### config.mk
export PLATFORM = sky130hd
export DESIGN_NAME = mem_fault_inject
export DESIGN_NICKNAME = d
export VERILOG_FILES = /design/src/rtl/fi_pkg.sv /design/src/rtl/fi_mask_bank.sv /design/src/rtl/fi_arm.sv /design/src/rtl/fi_corrupt.sv /design/src/rtl/mem_fault_inject.sv
export SDC_FILE = /design/constraint.sdc
export NUM_CORES = 1
export LEC_CHECK = 0
export BUFFER_PORTS_ARGS = -buffer_cell sky130_fd_sc_hd__buf_4
export CAP_MARGIN = 15
export CORE_UTILIZATION = 45
export DETAILED_ROUTE_END_ITERATION = 8
export PLACE_DENSITY_LB_ADDON = 0.12
export SYNTH_ARGS = -nofsm -noshare
export SYNTH_HDL_FRONTEND = slang
export SYNTH_SLANG_ARGS = --single-unit
### constraint.sdc
create_clock -name clk -period 8.3 [get_ports clk]
set_input_delay 1.66 -clock clk [delete_from_list [all_inputs] [get_ports clk]]
set_output_delay 1.66 -clock clk [all_outputs]
set_load 0.02 [all_outputs]
### src/rtl/fi_pkg.sv
package fi_pkg;
  localparam int SYM_W = 16;
  localparam int PTR_W = 5;

  localparam logic [3:0] CODE_OFF = 4'b1010;
  localparam logic [3:0] CODE_ON  = 4'b1011;

  localparam logic [2:0] ADDR_CTL = 3'd4;

  typedef struct packed {
    logic [1:0]       half_sel;
    logic             enable;
    logic [SYM_W-1:0] pat_a;
    logic [PTR_W-1:0] ptr_b;
    logic [PTR_W-1:0] ptr_a;
    logic [SYM_W-1:0] pat_b;
  } inj_cfg_t;
endpackage

### src/rtl/fi_mask_bank.sv
module fi_mask_bank
  import fi_pkg::*;
#(
  parameter int N_CH = 2
) (
  input  logic        clk,
  input  logic        rst_n,
  input  logic        wr_en,
  input  logic [2:0]  wr_addr,
  input  logic [31:0] wr_data,
  input  logic        rd_chan,
  output inj_cfg_t    cfg
);
  logic [31:0]      m0 [N_CH];
  logic [SYM_W-1:0] m1 [N_CH];

  for (genvar c = 0; c < N_CH; c++) begin : g_ch
    always_ff @(posedge clk) begin
      if (!rst_n) begin
        m0[c] <= '0;
        m1[c] <= '0;
      end else if (wr_en && !wr_addr[2] && (wr_addr[1] == 1'(c))) begin
        if (wr_addr[0]) m1[c] <= wr_data[SYM_W-1:0];
        else            m0[c] <= wr_data;
      end
    end
  end

  always_comb begin
    cfg.half_sel = m0[rd_chan][29:28];
    cfg.enable   = m0[rd_chan][27];
    cfg.pat_a    = m0[rd_chan][25:10];
    cfg.ptr_b    = m0[rd_chan][9:5];
    cfg.ptr_a    = m0[rd_chan][4:0];
    cfg.pat_b    = m1[rd_chan];
  end
endmodule

### src/rtl/fi_arm.sv
module fi_arm
  import fi_pkg::*;
(
  input  logic       clk,
  input  logic       rst_n,
  input  logic       ctl_we,
  input  logic [7:0] ctl_wdata,
  input  logic       inj_fire,
  output logic       armed,
  output logic       oneshot,
  output logic [3:0] start_q
);
  logic [7:0] ctl_q;

  always_ff @(posedge clk) begin
    if (!rst_n) begin
      ctl_q <= '0;
      armed <= 1'b0;
    end else if (ctl_we) begin
      ctl_q <= ctl_wdata;
      if (ctl_wdata[3:0] == CODE_ON) begin
        if (ctl_q[3:0] != CODE_ON) armed <= 1'b1;
      end else begin
        armed <= 1'b0;
      end
    end else if (inj_fire && oneshot) begin
      armed <= 1'b0;
    end
  end

  assign oneshot = (ctl_q[7:4] != CODE_ON);
  assign start_q = ctl_q[3:0];
endmodule

### src/rtl/fi_corrupt.sv
module fi_corrupt
  import fi_pkg::*;
#(
  parameter int N_DEV = 4
) (
  input  logic [2*N_DEV*SYM_W-1:0] line_i,
  input  inj_cfg_t                 cfg,
  input  logic                     active,
  output logic [2*N_DEV*SYM_W-1:0] line_o
);
  for (genvar h = 0; h < 2; h++) begin : g_half
    for (genvar d = 0; d < N_DEV; d++) begin : g_dev
      localparam int LO = (h * N_DEV + d) * SYM_W;
      logic hit_a, hit_b;
      assign hit_a = active && cfg.half_sel[h] && (cfg.ptr_a == PTR_W'(d));
      assign hit_b = active && cfg.half_sel[h] && (cfg.ptr_b == PTR_W'(d));
      assign line_o[LO +: SYM_W] = line_i[LO +: SYM_W]
                                 ^ (hit_a ? cfg.pat_a : '0)
                                 ^ (hit_b ? cfg.pat_b : '0);
    end
  end
endmodule

### src/rtl/mem_fault_inject.sv
module mem_fault_inject
  import fi_pkg::*;
#(
  parameter int N_DEV = 4
) (
  input  logic                       clk,
  input  logic                       rst_n,
  input  logic                       reg_we,
  input  logic [2:0]                 reg_addr,
  input  logic [31:0]                reg_wdata,
  input  logic                       in_valid,
  output logic                       in_ready,
  input  logic                       in_chan,
  input  logic [2*N_DEV*SYM_W-1:0]   in_data,
  output logic                       out_valid,
  input  logic                       out_ready,
  output logic                       out_chan,
  output logic [2*N_DEV*SYM_W-1:0]   out_data,
  output logic                       out_injected
);
  localparam int LINE_W = 2 * N_DEV * SYM_W;

  inj_cfg_t          cfg;
  logic              armed, oneshot, ctl_we, in_fire, inj_fire;
  logic [3:0]        start_q;
  logic [LINE_W-1:0] line_mod;

  assign ctl_we   = reg_we && (reg_addr == ADDR_CTL);
  assign in_ready = !out_valid || out_ready;
  assign in_fire  = in_valid && in_ready;
  assign inj_fire = in_fire && armed && cfg.enable && (cfg.half_sel != 2'b00);

  fi_mask_bank #(.N_CH(2)) u_bank (
    .clk(clk), .rst_n(rst_n), .wr_en(reg_we), .wr_addr(reg_addr),
    .wr_data(reg_wdata), .rd_chan(in_chan), .cfg(cfg)
  );

  fi_arm u_arm (
    .clk(clk), .rst_n(rst_n), .ctl_we(ctl_we), .ctl_wdata(reg_wdata[7:0]),
    .inj_fire(inj_fire), .armed(armed), .oneshot(oneshot), .start_q(start_q)
  );

  fi_corrupt #(.N_DEV(N_DEV)) u_corrupt (
    .line_i(in_data), .cfg(cfg), .active(inj_fire), .line_o(line_mod)
  );

  always_ff @(posedge clk) begin
    if (!rst_n) begin
      out_valid    <= 1'b0;
      out_injected <= 1'b0;
      out_chan     <= 1'b0;
      out_data     <= '0;
    end else if (in_fire) begin
      out_valid    <= 1'b1;
      out_injected <= inj_fire;
      out_chan     <= in_chan;
      out_data     <= line_mod;
    end else if (out_ready) begin
      out_valid    <= 1'b0;
      out_injected <= 1'b0;
    end
  end
endmodule

Word level (Yosys, flattened, before mapping)
Memories as Yosys holds them, arrays and structs flattened.
Cells that the tools add are included.
{ "totals": {"regBits": 140, "ramBits": 96, "inputBits": 169, "output_inout_bits": 132, "word_cells": 118, "mem_count": 2} }
{ "memory_table": {"columns": ["memory", "depth", "word_bits", "read_ports", "rd_ports_with_merged_regs", "write_ports", "line_no", "text"], "rows": [
  ["u_bank.m0", 2, 32, 1, 0, 2, "fi_mask_bank.sv:14", "logic [31:0] m0 [N_CH];"],
  ["u_bank.m1", 2, 16, 1, 0, 2, "fi_mask_bank.sv:15", "logic [SYM_W-1:0] m1 [N_CH];"]
]} }
{ "classes": {"n_eq_ne": 11, "n_mux": 42, "bitwise": 21, "n_reduce_logical": 36} }
{ "ops": {"columns": ["operator", "count"], "rows": [
  ["$mux W16", 18],
  ["$xor A16 B16 Y16", 16],
  ["$mux W32", 2],
  ["$logic_and A1 B1 Y1", 27],
  ["$mux W1", 22],
  ["$eq A5 B2 Y1 const B", 4],
  ["$eq A5 B1 Y1 const B", 2],
  ["$logic_not A5 Y1", 2],
  ["$ne A4 B4 Y1 const B", 2],
  ["$reduce_bool A2 Y1", 3],
  ["$eq A4 B4 Y1 const B", 1],
  ["$or A1 B1 Y1", 4],
  ["$eq A3 B3 Y1 const B", 1],
  ["$ne A3 B3 Y1 const B", 1],
  ["$logic_not A1 Y1", 2],
  ["$reduce_and A2 Y1", 1],
  ["$logic_or A1 B1 Y1", 1],
  ["$not A1 Y1", 1]
]} }

Longest topological paths before layout
{ "depth": {"word_depth": 11, "mapped_depth": 10, "depth_no_buf": 6} }

Cells and area by module
Synthesis repeated with hierarchy kept, for this count alone.
{ "unflattened": {"hier_cells": 1416, "area_unflattened_um2": 14687.8} }
{ "by_module_without_submodules": {"columns": ["module", "n_inst", "cells_per_inst", "area_each_um2", "seq_area_each_um2"], "rows": [
  ["fi_corrupt", 1, 503, 5370.2, 0.0],
  ["mem_fault_inject", 1, 601, 4964.8, 2622.5],
  ["fi_mask_bank", 1, 275, 3953.8, 2702.6],
  ["fi_arm", 1, 37, 399.1, 180.2]
]} }

Worst setup path before layout
OpenSTA, ideal clock, no wires.
{ "synth_path": {"kind": "input port to flip-flop", "start": "input port reg_addr[2]", "end": "memory u_bank.m0[0][0], enable pin", "setup_time_ns": 0.460, "t_arrival_ns": 4.040, "t_required_ns": 7.840, "slack_ns": 3.800, "path_stages": 2, "n_path_buf": 0, "path_cell_list": "nand2b_1 > o31ai_1"} }
{ "synth_rtl": {"columns": ["element", "line_no", "text"], "rows": [
  ["start, declared", "mem_fault_inject.sv:9", "input logic [2:0] reg_addr,"],
  ["end, declared", "fi_mask_bank.sv:14", null]
]} }

Worst setup path in the final report
{ "layout_path": {"start": "input port in_chan", "end": "register out_data[115]"} }
{ "layout_between": {"elab_chain_len": 8, "word_cells_on_any_way": 14, "classes_between": "eq/ne: 2; mux: 2; bitwise: 2; reduce/logical: 6; memory: 2"} }
{ "layout_rtl": {"columns": ["element", "line_no", "text"], "rows": [
  ["start, declared", "mem_fault_inject.sv:13", "input logic in_chan,"],
  ["$mem_v2 Z2 W32", null, null],
  ["$reduce_bool A2 Y1 or $logic_and A1 B1 Y1 (tied branches)", "mem_fault_inject.sv:31", "assign inj_fire = in_fire && armed && cfg.enable && (cfg.half_sel != 2'b00);"],
  ["$logic_and A1 B1 Y1", "mem_fault_inject.sv:31", null],
  ["$logic_and A1 B1 Y1", "fi_corrupt.sv:15, fi_corrupt.sv:16", null],
  ["$logic_and A1 B1 Y1", "fi_corrupt.sv:15", "assign hit_a = active && cfg.half_sel[h] && (cfg.ptr_a == PTR_W'(d));"],
  ["$mux W16", "fi_corrupt.sv:18", "^ (hit_a ? cfg.pat_a : '0)"],
  ["$xor A16 B16 Y16", "fi_corrupt.sv:18", null],
  ["$xor A16 B16 Y16 *", "fi_corrupt.sv:19", "^ (hit_b ? cfg.pat_b : '0);"],
  ["end signal, assigned", "mem_fault_inject.sv:57", "out_data <= line_mod;"],
  ["end, declared", "mem_fault_inject.sv:18", "output logic [2*N_DEV*SYM_W-1:0] out_data,"]
]} }
Every way passes the cells marked *; elsewhere a longest branch is shown, timed or not.
A chain may end at the register's enable or synchronous reset.

==> results.ini <==
[status]
status=completed

[worst_setup_path]
critPathArrivalTime_ps=5030
crit_path_max_fanout=70
path_depth=7
startpoint=in_chan
r2r-start=out_valid
critPathLaunchType=input pin
cpMostUsedCell=buf_4
crit_buf_inv=2
critPathCapture=out_data[115]
reg2reg_slack_ps=4920
cp-end-kind=flop
worstRegToRegCells=8
worstPathCellList=buf_4 -> or4b_1 -> a22oi_2 -> buf_4 -> and4b_1 -> a22oi_1 -> mux2i_1
cpPeakStageDelay_ps=800
cp.required_ps=8770
crit_family=simple AND/OR/NAND/NOR gates
cp_slowest_cell=and4b_1
critical_path_class=in2reg
rr_endpoint=out_data[119]

[route]
ant_nets=0
detail_route.vias_per_cell=5.834
drt_pass1_iterations=8
drt_iter0_drc=1303
wl_per_cell_um=22.90
route.detailed.drc=0
vias=12170
wl_um=47770

[die]
coreArea_sq_mm=0.02909
fp.dieW_um=175.0
die-area_sq_mm=0.03062
io_pins=301
die_h_um=175.0
initial_utilization_pct=46.29
floorplan.rows=62

[cells_and_area]
fin_cells=2086
syn2layout_area_growth_pct=25.23
nNetsFinal=1850
drive_gt1_share_pct=23.81
final_util_pct=57.97

[clocking]
clockBufferDepth=3
numCtsBuffers=27
htreeDepth=1
cts.clk_slew.worst_paths_ps=60
cts_tree=done
hold_buffers=0
cts_setup_buffers=0
cts-resized-gates=0
clockRootBuffer=clkbuf_16
clkLatencyLatePin_ps=540
clkSinkCount=230

[sta]
slew_headroom_pct=24.08
setup_violations=0
period_needed_ps=4563
rsz0062_at_grt=false
finalSetupTns_ps=0
clock_skew_ps=18.89
hold_viol_final=0
fin_hold_ws_ps=448.0
fmax_mhz=219.2
final_max_slew_viol_count=0
worstMarginPinSlew_ps=1139
fin_crit_sh_pct=54.97

[job]
drv_cap=0

[yosys]
ys_top_cells_by_area=dfxtp_1, edfxtp_1, mux2i_1, xor2_1, a31oi_1
syn-num-nets=1601
synth_edf_count=90
synthAdderAreaFrac_pct=0
synth_top_family_by_area=simple AND/OR/NAND/NOR gates
synth-seq-cells=230
synth_area_sq_mm=0.01347
yosysMostFrequentCell=nand2_1
synth_async_sr_flop_share_pct=0
yosys.area_share.simple_pct=17.44
synth_compound_area_share_pct=14.99
netlist_instances=1432
synthMuxAreaShare_pct=11.09
yosysTopAreaCell=dfxtp_1
yosysSeqAreaShare_pct=40.88
ys.flop_type=dfxtp_1
synth_area_per_cell_sq_um=9.404
synth_xor_area_share_pct=11.89
synth.top_cells.by_count=nand2_1, dfxtp_1, mux2i_1
synth_top_area_share_pct=20.81
synth_cell_types=44
yosysWarnings=0

[placed_design]
place_inst=2035
portBuffers=297
place.gp.congestion=0.8630
hpwlAfterDp_um=32670

[power]
p_per_area_mw_per_mm2=173.5
power_leakage_nw=6.969
total_power_w=0.002925
ir_drop_v=0.0001323

[grt]
gr-usage-all-layers_pct=30.30
grt_start_max_net_pins=104
antenna_found_initial=1
overflow=0
grt_pass1_vias=11530
grt_pass1_wl_um=70170

[hold_path]
min_path_type=reg2reg

==> registers in the layout, summed over array words and instances, names as in the netlist <==
signal and cells:
out_chan 1, out_data 128, out_injected 1, out_valid 1
u_arm.armed 1, u_arm.ctl_q 8, u_bank.m0 58, u_bank.m1 32
==> report_power, final <==
group	internal [W]	switching (W)	total, W
logic	0.000210	0.000288	0.000498
registers	0.00125	0.0000419	0.00129
clock network	0.000648	0.000490	0.00114
total	0.00210	0.000821	0.00293
==> worst min-delay path by stage <==
stage	from	endpoint	slack, ps	cells past startpoint
after floorplan	u_arm.ctl_q[2]	u_arm.ctl_q[2]	440	2
after global placement	out_data[110]	out_data[110]	440	2
after detailed placement	out_data[99]	out_data[99]	440	2
after CTS	out_data[105]	out_data[105]	450	2
after global routing	out_data[35]	out_data[35]	470	2
final	out_data[42]	out_data[42]	450	2
==> cells by family (layout without fill, tap and decap cells) <==
kind of cell / Yosys count / in the layout
muxes: 147 / 147
AOI/OAI and AO/OA: 321 / 321
DFF: 230 / 230
xor gates and xnor gates: 128 / 128
other: 0 / 1
buffers and inverters: 114 / 383
and+or+nand+nor: 492 / 492
==> stage by stage <==
stage	setup WS [ps]	instance area, sq um
floorplan	3800	13470
global placement	3295	16020
detailed placement	3229	16030
CTS	3770	16850
global route	3509	16860
finish	3737	16860
==> tightest hold or removal path, delay by kind of cell (launching register included) <==
family / cells / cell delay (ps)
AO/OA/AOI/OAI: 1 / 50
flip-flops: 1 / 310
AND/OR/NAND/NOR: 1 / 50
==> routing by layer <==
layer	share of wire (%)	vias to the layer above	wire length (um)	track usage, %
met1	42	5828	19940	41.80
met4	3.8	0	1837	11.92
li1	-	5637	-	-
met3	8.5	92	4044	4.460
met5	0	-	0	0
met2	46	612	21950	47.78
==> layout make-up <==
class | instances | area, sq um
Tap cell | 384 | 480.5
Inverter | 1 | 3.754
Timing Repair Buffer | 333 | 2505
Multi-Input combinational cell | 1088 | 7550
Clock inverter | 10 | 76.32
Clock buffer | 39 | 740.7
Antenna cell | 1 | 2.502
Fill cell | 2600 | 12230
Sequential cell | 230 | 5505
==> cell usage in the layout (no fill, tap or decap), types with 6 or more instances in the layout <==
master     count
a21boi_0      11
nand2_1      195
a31oi_1      128
nor2_1        84
a22oi_1       64
mux2i_1      129
edfxtp_1      90
clkinv_2       6
mux2_2        17
a21oi_1       64
nor3_1        46
nand3_1        6
nand3b_1       7
and2_1       127
dfxtp_1      140
clkbuf_1      10
xor2_1        96
buf_4        331
o21ai_1       32
a222oi_1       8
xor3_1        32
clkbuf_16     27
Power figures use the tool's default switching activity.
